[src/rtl/edef_pkg.sv]
package edef_pkg;

  typedef enum logic [2:0] {
    OP_WR_CODE = 3'd0,
    OP_WR_INCL = 3'd1,
    OP_WR_EXCL = 3'd2,
    OP_RESERVE = 3'd3,
    OP_SET_GO  = 3'd4,
    OP_CLR_GO  = 3'd5,
    OP_RELEASE = 3'd6,
    OP_NOP     = 3'd7
  } cfg_op_e;

  typedef enum logic [1:0] {
    SL_FREE  = 2'd0,
    SL_HELD  = 2'd1,
    SL_ARMED = 2'd2
  } slot_st_e;

endpackage

[src/rtl/edef_alloc.sv]
module edef_alloc #(
  parameter int N_SLOTS = 20,
  parameter int N_SYS   = 5,
  parameter int SLOT_W  = 5
) (
  input  logic [N_SLOTS-1:0] free_vec,
  output logic               found,
  output logic [SLOT_W-1:0]  idx
);

  // lowest free client slot: scan downward so the last hit wins
  function automatic logic [SLOT_W:0] lowest_free(input logic [N_SLOTS-1:0] fv);
    logic [SLOT_W:0] r;
    r = '0;
    for (int k = N_SLOTS - 1; k >= N_SYS; k--) begin
      if (fv[k]) r = {1'b1, SLOT_W'(k)};
    end
    return r;
  endfunction

  logic [SLOT_W:0] pick;
  assign pick  = lowest_free(free_vec);
  assign found = pick[SLOT_W];
  assign idx   = pick[SLOT_W-1:0];

endmodule

[src/rtl/edef_slot_bank.sv]
module edef_slot_bank
  import edef_pkg::*;
#(
  parameter int N_SLOTS = 20,
  parameter int N_SYS   = 5,
  parameter int CODE_W  = 5,
  parameter int MASK_W  = 24,
  parameter int SLOT_W  = 5
) (
  input  logic                            clk,
  input  logic                            rst_n,
  input  logic                            cfg_valid,
  input  logic [2:0]                      cfg_op,
  input  logic [SLOT_W-1:0]               cfg_slot,
  input  logic [MASK_W-1:0]               cfg_data,
  output logic [N_SLOTS-1:0][CODE_W-1:0]  code_q,
  output logic [N_SLOTS-1:0][MASK_W-1:0]  incl_q,
  output logic [N_SLOTS-1:0][MASK_W-1:0]  excl_q,
  output logic [N_SLOTS-1:0]              armed_vec,
  output logic                            rsv_done,
  output logic                            rsv_busy,
  output logic [SLOT_W-1:0]               rsv_slot
);

  localparam logic [SLOT_W-1:0] SLOT_LIM = SLOT_W'(N_SLOTS);
  localparam logic [SLOT_W-1:0] SYS_LIM  = SLOT_W'(N_SYS);

  cfg_op_e            op;
  logic [N_SLOTS-1:0] free_vec;
  logic               alloc_found;
  logic [SLOT_W-1:0]  alloc_idx;
  logic               rsv_req;

  assign op      = cfg_op_e'(cfg_op);
  assign rsv_req = cfg_valid && (op == OP_RESERVE);

  edef_alloc #(.N_SLOTS(N_SLOTS), .N_SYS(N_SYS), .SLOT_W(SLOT_W)) u_alloc (
    .free_vec (free_vec),
    .found    (alloc_found),
    .idx      (alloc_idx)
  );

  for (genvar i = 0; i < N_SLOTS; i++) begin : g_slot
    logic              sel;
    logic [CODE_W-1:0] code_r;
    logic [MASK_W-1:0] incl_r;
    logic [MASK_W-1:0] excl_r;
    assign sel = cfg_valid && (cfg_slot == SLOT_W'(i));

    if (i < N_SYS) begin : g_sys
      always_ff @(posedge clk or negedge rst_n) begin
        if (!rst_n) begin
          code_r <= '0;
          incl_r <= '0;
          excl_r <= '0;
        end else if (sel) begin
          case (op)
            OP_WR_CODE: code_r <= cfg_data[CODE_W-1:0];
            OP_WR_INCL: incl_r <= cfg_data;
            OP_WR_EXCL: excl_r <= cfg_data;
            default: ;
          endcase
        end
      end
      assign armed_vec[i] = 1'b1;
      assign free_vec[i]  = 1'b0;
    end else begin : g_client
      slot_st_e st;
      logic     take;
      assign take = rsv_req && alloc_found && (alloc_idx == SLOT_W'(i));

      always_ff @(posedge clk or negedge rst_n) begin
        if (!rst_n) begin
          st     <= SL_FREE;
          code_r <= '0;
          incl_r <= '0;
          excl_r <= '0;
        end else if (take) begin
          st <= SL_HELD;
        end else if (sel) begin
          case (op)
            OP_WR_CODE: if (st != SL_FREE) code_r <= cfg_data[CODE_W-1:0];
            OP_WR_INCL: if (st != SL_FREE) incl_r <= cfg_data;
            OP_WR_EXCL: if (st != SL_FREE) excl_r <= cfg_data;
            OP_SET_GO:  if (st == SL_HELD) st <= SL_ARMED;
            OP_CLR_GO:  if (st == SL_ARMED) st <= SL_HELD;
            OP_RELEASE: begin
              st     <= SL_FREE;
              code_r <= '0;
              incl_r <= '0;
              excl_r <= '0;
            end
            default: ;
          endcase
        end
      end
      assign armed_vec[i] = (st == SL_ARMED);
      assign free_vec[i]  = (st == SL_FREE);
    end

    assign code_q[i] = code_r;
    assign incl_q[i] = incl_r;
    assign excl_q[i] = excl_r;
  end

  always_ff @(posedge clk or negedge rst_n) begin
    if (!rst_n) begin
      rsv_done <= 1'b0;
      rsv_busy <= 1'b0;
      rsv_slot <= '0;
    end else begin
      rsv_done <= rsv_req;
      rsv_busy <= rsv_req && !alloc_found;
      rsv_slot <= (rsv_req && alloc_found) ? alloc_idx : '0;
    end
  end


  rsv_answer_chk: assert property (@(posedge clk) disable iff (!rst_n)
    rsv_req |=> rsv_done);


  rsv_range_chk: assert property (@(posedge clk) disable iff (!rst_n)
    (rsv_done && !rsv_busy) |-> (rsv_slot >= SYS_LIM && rsv_slot < SLOT_LIM));


  rsv_busy_chk: assert property (@(posedge clk) disable iff (!rst_n)
    rsv_busy |-> (rsv_done && rsv_slot == '0));


  release_disarm_chk: assert property (@(posedge clk) disable iff (!rst_n)
    (cfg_valid && op == OP_RELEASE && cfg_slot >= SYS_LIM && cfg_slot < SLOT_LIM)
      |=> !armed_vec[$past(cfg_slot)]);


  sys_armed_chk: assert property (@(posedge clk) disable iff (!rst_n)
    (cfg_valid && op == OP_RELEASE && cfg_slot < SYS_LIM)
      |=> armed_vec[$past(cfg_slot)]);

endmodule

[src/rtl/edef_match_array.sv]
module edef_match_array #(
  parameter int N_SLOTS = 20,
  parameter int CODE_W  = 5,
  parameter int MASK_W  = 24
) (
  input  logic                            clk,
  input  logic                            rst_n,
  input  logic                            pat_valid,
  input  logic [CODE_W-1:0]               pat_code,
  input  logic [MASK_W-1:0]               pat_bits,
  input  logic [N_SLOTS-1:0][CODE_W-1:0]  code_q,
  input  logic [N_SLOTS-1:0][MASK_W-1:0]  incl_q,
  input  logic [N_SLOTS-1:0][MASK_W-1:0]  excl_q,
  input  logic [N_SLOTS-1:0]              armed_vec,
  output logic                            evt_valid,
  output logic [N_SLOTS-1:0]              evt_bits
);

  function automatic logic slot_hit(
    input logic [CODE_W-1:0] pc,
    input logic [MASK_W-1:0] pb,
    input logic [CODE_W-1:0] dc,
    input logic [MASK_W-1:0] need_set,
    input logic [MASK_W-1:0] need_clr
  );
    return (pc == dc) && ((pb & need_set) == need_set) && ((pb & need_clr) == '0);
  endfunction

  logic [N_SLOTS-1:0] hit_vec;

  for (genvar i = 0; i < N_SLOTS; i++) begin : g_cmp
    assign hit_vec[i] = armed_vec[i] &&
                        slot_hit(pat_code, pat_bits, code_q[i], incl_q[i], excl_q[i]);
  end

  always_ff @(posedge clk or negedge rst_n) begin
    if (!rst_n) begin
      evt_valid <= 1'b0;
      evt_bits  <= '0;
    end else begin
      evt_valid <= pat_valid;
      evt_bits  <= pat_valid ? hit_vec : '0;
    end
  end


  evt_follow_chk: assert property (@(posedge clk) disable iff (!rst_n)
    pat_valid |=> evt_valid);


  evt_idle_zero_chk: assert property (@(posedge clk) disable iff (!rst_n)
    !evt_valid |-> (evt_bits == '0));


  evt_armed_only_chk: assert property (@(posedge clk) disable iff (!rst_n)
    evt_valid |-> ((evt_bits & ~$past(armed_vec)) == '0));

endmodule

[src/rtl/edef_matcher.sv]
module edef_matcher #(
  parameter int N_SLOTS = 20,
  parameter int N_SYS   = 5,
  parameter int CODE_W  = 5,
  parameter int LEG_W   = 16,
  parameter int MOD_W   = 8,
  localparam int MASK_W = LEG_W + MOD_W,
  localparam int SLOT_W = $clog2(N_SLOTS + 1)
) (
  input  logic               clk,
  input  logic               rst_n,
  input  logic               pat_valid,
  input  logic [CODE_W-1:0]  pat_code,
  input  logic [MASK_W-1:0]  pat_bits,
  input  logic               cfg_valid,
  input  logic [2:0]         cfg_op,
  input  logic [SLOT_W-1:0]  cfg_slot,
  input  logic [MASK_W-1:0]  cfg_data,
  output logic               rsv_done,
  output logic               rsv_busy,
  output logic [SLOT_W-1:0]  rsv_slot,
  output logic               evt_valid,
  output logic [N_SLOTS-1:0] evt_bits
);

  logic [N_SLOTS-1:0][CODE_W-1:0] code_q;
  logic [N_SLOTS-1:0][MASK_W-1:0] incl_q;
  logic [N_SLOTS-1:0][MASK_W-1:0] excl_q;
  logic [N_SLOTS-1:0]             armed_vec;

  edef_slot_bank #(
    .N_SLOTS(N_SLOTS), .N_SYS(N_SYS), .CODE_W(CODE_W),
    .MASK_W(MASK_W), .SLOT_W(SLOT_W)
  ) u_bank (
    .clk       (clk),
    .rst_n     (rst_n),
    .cfg_valid (cfg_valid),
    .cfg_op    (cfg_op),
    .cfg_slot  (cfg_slot),
    .cfg_data  (cfg_data),
    .code_q    (code_q),
    .incl_q    (incl_q),
    .excl_q    (excl_q),
    .armed_vec (armed_vec),
    .rsv_done  (rsv_done),
    .rsv_busy  (rsv_busy),
    .rsv_slot  (rsv_slot)
  );

  edef_match_array #(
    .N_SLOTS(N_SLOTS), .CODE_W(CODE_W), .MASK_W(MASK_W)
  ) u_match (
    .clk       (clk),
    .rst_n     (rst_n),
    .pat_valid (pat_valid),
    .pat_code  (pat_code),
    .pat_bits  (pat_bits),
    .code_q    (code_q),
    .incl_q    (incl_q),
    .excl_q    (excl_q),
    .armed_vec (armed_vec),
    .evt_valid (evt_valid),
    .evt_bits  (evt_bits)
  );


  evt_single_pulse_chk: assert property (@(posedge clk) disable iff (!rst_n)
    (evt_valid && !$past(pat_valid)) |-> 1'b0);

endmodule

[config.mk]
export PLATFORM = sky130hd
export DESIGN_NAME = edef_matcher
export DESIGN_NICKNAME = d
export VERILOG_FILES = /design/src/rtl/edef_pkg.sv /design/src/rtl/edef_alloc.sv /design/src/rtl/edef_slot_bank.sv /design/src/rtl/edef_match_array.sv /design/src/rtl/edef_matcher.sv
export SDC_FILE = /design/constraint.sdc
export NUM_CORES = 2
export LEC_CHECK = 0
export BUFFER_PORTS_ARGS = -buffer_cell sky130_fd_sc_hd__buf_2
export CAP_MARGIN = 20
export CORE_MARGIN = 2
export CORE_UTILIZATION = 40
export DETAILED_ROUTE_END_ITERATION = 8
export SLEW_MARGIN = 20
export SYNTH_ARGS = -nofsm -noshare
export SYNTH_HDL_FRONTEND = slang
export SYNTH_HIERARCHICAL = 1
export SYNTH_SLANG_ARGS = --single-unit
[constraint.sdc]
create_clock -name clk -period 3.05 [get_ports clk]
set_input_delay 0.305 -clock clk [delete_from_list [all_inputs] [get_ports clk]]
set_output_delay 0.305 -clock clk [all_outputs]
set_load 0.02 [all_outputs]
* After elaboration in Yosys (flattened, before gate mapping)
Cells that the tools add are included.
** Storage, ports and cells
- Bits in registers :: 1118
- Input port bits :: 65
- Output and inout port bits :: 28
- Logic and storage cells :: 741
** Operators by class
- Equal/unequal tests :: 185
- Mux-type cells :: 167
- Bitwise logic cells :: 55
- Reduce and logical (&&, ||, !) cells :: 254
** Operators with widths (count)
- 24-bit case mux with 2 select lines :: 30
- 24-bit bitwise AND :: 40
- 24-bit == test :: 20
- 24-bit logical NOT :: 20
- 24-bit 2-to-1 mux :: 15
- 4-bit AND reduction :: 60
- 5-bit case mux with 2 select lines :: 15
- 2-bit 2-to-1 mux :: 60
- 5-bit == test :: 20
- 1-bit logical AND :: 93
- 6-bit 2-to-1 mux :: 15
- 2-bit by 1-bit inequality test with 1-bit output (second input constant) :: 45
- 3-bit by 1-bit inequality test with 1-bit output (second input constant) :: 30
- 2-bit case mux with 3 select lines :: 15
- 5-bit by 4-bit == test with 1-bit output (second input constant) :: 16
- 5-bit 2-to-1 mux :: 16
- 2-bit nonzero test :: 33
- 4-bit nonzero test :: 15
- 5-bit == test (second input constant) :: 8
- 5-bit by 3-bit == test with 1-bit output (second input constant) :: 7
- 2-bit by 1-bit == test with 1-bit output (second input constant) :: 15
- 2-bit == test (second input constant) :: 15
- 2-bit logical NOT :: 15
- 2-bit AND reduction :: 15
- 10 further kinds :: 28

* Longest topological paths before layout
- Depth after elaboration :: 20
- Depth in mapped cells :: 13
- Mapped depth without buffers :: 10

* Cells and area by module
Netlist, hierarchy kept.
** By module, submodules not included
- edef_slot_bank :: times used 1, cells an instance 3365, area an instance 41678.7 µm², sequential area each 27451.3 µm²
- edef_match_array :: times used 1, cells an instance 1132, area an instance 8308.0 µm², sequential area each 525.5 µm²
- edef_alloc :: times used 1, cells an instance 30, area an instance 178.9 µm², sequential area each 0.0 µm²

* Worst setup path after synthesis
OpenSTA, ideal clock, no wires.
- Path kind :: flip-flop to flip-flop
- Start :: register u_bank.g_slot[11].g_client.st[0]
- End :: register u_bank.g_slot[15].incl_r[10]
- Setup time :: 0.125 ns
- Arrival time :: 3.111 ns
- Required time :: 2.925 ns
- Slack :: -0.186 ns
- Stages on the path, launching flop included :: 12
- Path buffers :: 1
- Period minus slack after synthesis :: 3.236 ns
- Path through :: dfrtp_1 -> nor2_1 -> or4_4 -> nor4b_4 -> nand2_1 -> nor2_1 -> nand4b_1 -> nor3_1 -> or2_2 -> nor3_2 -> buf_4 -> mux2_2
** Between the ends
- Word-level cells in the longest chain between the ends :: 12
- Elaborated cells on any way between the ends :: 13
- Classes of those cells :: eq/ne (1); mux (7); bitwise (1); reduce/logical (4)
** Ends and longest elaborated chain
- start, declared :: line edef_slot_bank.sv:68 : slot_st_e st;
- start signal, assigned :: line edef_slot_bank.sv:74 : st <= SL_FREE;
- start signal, assigned :: line edef_slot_bank.sv:79 : st <= SL_HELD;
- start signal, assigned :: line edef_slot_bank.sv:85 : OP_SET_GO: if (st == SL_HELD) st <= SL_ARMED;
- 2-bit logical NOT :: line edef_slot_bank.sv:98 : assign free_vec[i] = (st == SL_FREE);
- net u_bank.free_vec[11] :: line edef_slot_bank.sv:29 : logic [N_SLOTS-1:0] free_vec;
- 6-bit 2-to-1 mux (7 in series) :: line edef_alloc.sv:16 : if (fv[k]) r = {1'b1, SLOT_W'(k)};
- net u_bank.alloc_idx[4] :: line edef_slot_bank.sv:31 : logic [SLOT_W-1:0] alloc_idx;
- 5-bit by 4-bit == test with 1-bit output :: line edef_slot_bank.sv:70 : assign take = rsv_req && alloc_found && (alloc_idx == SLOT_W'(i));
- 1-bit logical AND :: line edef_slot_bank.sv:70
- 1-bit inverter (no source line)
- 4-bit AND reduction (no source line)
- end signal, assigned :: line edef_slot_bank.sv:83 : OP_WR_INCL: if (st != SL_FREE) incl_r <= cfg_data;
- end, declared :: line edef_slot_bank.sv:46 : logic [MASK_W-1:0] incl_r;
The timed path passes the listed nets, and every way through them passes these cells.
A chain may end at the register's enable or synchronous reset.

* Worst setup path after layout
- Start :: register u_bank.g_slot[10].g_client.st[1]
- End :: register u_bank.g_slot[12].incl_r[12]
** Between the ends
- Word-level cells in the longest chain between the ends :: 11
- Elaborated cells on any way between the ends :: 12
- Classes of those cells :: eq/ne (1); mux (6); bitwise (1); reduce/logical (4)
** Ends and longest elaborated chain
- start, declared :: line edef_slot_bank.sv:68
- start signal, assigned :: line edef_slot_bank.sv:74
- start signal, assigned :: line edef_slot_bank.sv:79
- start signal, assigned :: line edef_slot_bank.sv:85
- 2-bit logical NOT :: line edef_slot_bank.sv:98
- net u_bank.free_vec[10] :: line edef_slot_bank.sv:29
- 6-bit 2-to-1 mux (6 in series) :: line edef_alloc.sv:16
- net u_bank.alloc_found :: line edef_slot_bank.sv:30 : logic alloc_found;
- 1-bit logical AND (2 in series) :: line edef_slot_bank.sv:70
- 1-bit inverter (no source line)
- 4-bit AND reduction (no source line)
- end signal, assigned :: line edef_slot_bank.sv:83
- end, declared :: line edef_slot_bank.sv:46
The timed path passes the listed nets, and every way through them passes these cells.

==> flow_summary.toml <==
[worst_setup_path]
critPathTopFamily = "simple AND/OR/NAND/NOR gates"
crit_fanout = 24
cpMostUsedCell = "buf_4"
crit_type = "reg -> reg"
critical_path.max_stage_delay_ns = 0.59
arrival_ns = 3.69
slowest_stage = "or4b_4"
critPathBufInv = 4
cp-end-kind = "flip-flop"
required_ns = 3.63
crit_path_start_kind = "flip-flop"
path_cells = "nor2_1, or4_4, nor4b_4, buf_4, nand3_4, nand4b_1, buf_4, nor4_1, buf_4, or4b_4, clkbuf_16, nand2_1, o21ai_0"

[floorplan]
ioPinCount = 93
die_h_um = 358
initial_core_util = 0.404
die_area_um2 = 128000
core_um2 = 124000
die_x_um = 358
fp-row-count = 129

[final_layout]
design_area_um2 = 59500
drive_gt1_frac = 0.273
layout.nets = 4803
syn_to_final_growth_pct = 18.7

[power]
power_density_nw_per_um2 = 591
p_int_w = 0.0257
p_leak_nw = 28.0
p_total_w = 0.0352
switchingPower_w = 0.00944
swShare = 0.268
clkPwrFrac = 0.427
power_frac_comb = 0.123
vdd_drop_max_mv = 0.527
power_frac_seq = 0.450

[timing]
rsz0062_at_grt = "true"
drv_slew = 0
finalCritPeriodShare = 1.02
fmax_ghz = 0.322
skew_ns = 0.0399
timing.final.ws_setup_ns = -0.0533
tightest_slew_ns = 1.10
relSlewSlack = 0.269
hold_viol = 0
setup_viol = 87
fin_crit_ns = 3.10

[min_path]
holdCritPathClass = "in -> reg"

[route]
drt-total-wl_um = 193000
wl_per_cell_um = 29.7
drtIter0Drc = 4657
first_pass_iters = 6
drc = 0
via_per_inst = 6.01
num_vias = 38925
route.antenna.remaining_nets = 0

[run_status]
status = "complete, but fails checks"
violations = "negative setup slack"

[place]
place_hpwl_um = 120000
io_buffers = 92
post_dp_cell_area_um2 = 54500
place_congestion = 0.946
pre_cts_slack_ns = -0.262

[global_routing]
grt_overflow = 0
grt_pass1_wl_um = 273000
grt_antenna_before_repair = 21
grt_pass1_vias = 37751
grt_max_degree = 108
grt_use_total = 0.295

[clock_tree]
htree_levels = 3
cts_tree = "yes"
clockBufferDepth = 3
clk_pin_slew_ns = 0.06
clkLatencyLatePin_ns = 0.73
cts-root-buf = "clkbuf_16"
cts_buffers = 117
clkSinkCount = 1118

[synthesis]
syn_area_um2 = 50200
syn-mean-instance-area_um2 = 11.1
synthCells = 4526
ys_warn_count = 6

[run]
cap_violations = 0
[routing by layer]
metal | up-vias | GRT usage | wire [um]
met3 | 456 | 0.0614 | 18600
met5 | - | 0 | 0
li1 | 16412 | - | -
met1 | 19977 | 0.403 | 78500
met4 | 0 | 0.131 | 9840
met2 | 2080 | 0.453 | 85700
[per-stage QoR]
step	setup TNS (ns)	hold WS, ns	util	instances
after global placement	-24.28	0.294	0.439	6221
final	-2.02	0.0760	0.480	6477
after floorplan	0	0.00941	-	4530
after CTS	-1.02	0.0235	0.473	6448
after detailed placement	-28.20	0.291	0.439	6221
after global routing	-27.48	0.0451	0.480	6473
[state kept, by name, summed over array words and instances, names as in the netlist]
name,cells
u_match/evt_bits,20
u_match/evt_valid,1
u_bank/g_slot.code_r,100
u_bank/g_slot.g_client.st,30
u_bank/g_slot.incl_r,480
u_bank/rsv_busy,1
u_bank/rsv_done,1
u_bank/rsv_slot,5
u_bank/g_slot.excl_r,480
[path summary, 6_finish.rpt]
kind / startpoint / to / slack (ns) / cells past startpoint
max in group asynchronous: rst_n / u_bank/g_slot[5].incl_r[4] / 1.80 / 4
max reg2reg: u_bank/g_slot[10].g_client.st[1] / u_bank/g_slot[12].incl_r[12] / -0.05 / 13
min in group asynchronous: rst_n / u_bank/g_slot[7].excl_r[17] / 0.12 / 2
max: u_bank/g_slot[10].g_client.st[1] / u_bank/g_slot[12].incl_r[12] / -0.05 / 13
min reg2reg: u_bank/g_slot[12].incl_r[3] / u_bank/g_slot[12].incl_r[3] / 0.47 / 2
min: pat_valid / u_match/evt_valid / 0.08 / 1
[placed cells by master (no fill, tap or decap), types with 11 or more instances in the layout]
cell type and instances:
mux2_2 509, dfrtp_1 1118, mux2i_1 45, mux2_1 26, nand2_2 24, buf_2 91
buf_4 275, nand2b_1 108, nand4_1 55, a22oi_1 65, o21ai_1 60, o2111ai_1 60
a22o_1 67, and4_1 13, mux2_4 46, a221o_1 22, nor4_1 37, clkbuf_16 134
nor3b_1 11, nor3_1 18, nand2_1 696, nand3_1 16, a2111oi_0 25, xor2_1 47
a211oi_1 20, or4_1 12, xnor2_1 26, o21ai_0 496, inv_1 83, a21oi_1 36
nor2_1 48, buf_12 70, nor2b_1 104, clkinv_2 32, clkbuf_8 30, a221oi_1 69
and2_1 32, clkbuf_1 17
[power groups by stage]
stage | registers [W] | logic (W) | clock network (W)
after floorplan | 0.0160 | 0.00182 | 0
after global placement | 0.0161 | 0.00399 | 0
after detailed placement | 0.0161 | 0.00403 | 0
after CTS | 0.0158 | 0.00411 | 0.0152
after global routing | 0.0159 | 0.00451 | 0.0158
final | 0.0158 | 0.00432 | 0.0150
[repair_timing]
action                                  in CTS  in global routing
gates cloned                                 2                 21
endpoints found under the setup margin     284                446
setup buffers                                8                  6
pin swaps                                    3                  8
hold buffers                                 1                  0
resized for setup                           19                140
endpoints found under the hold margin      162                  0
[layout make-up]
cell class,instances,area [um2]
diodes,5,12.5
clock buffers,166,3450
clock inverters,50,581
fillers,11329,64600
inverters,92,345
multi-input cells,2943,20600
flip-flops and latches,1118,28000
well taps,1637,2050
repair buffers,466,4510
(Power assumes the default switching activity.)
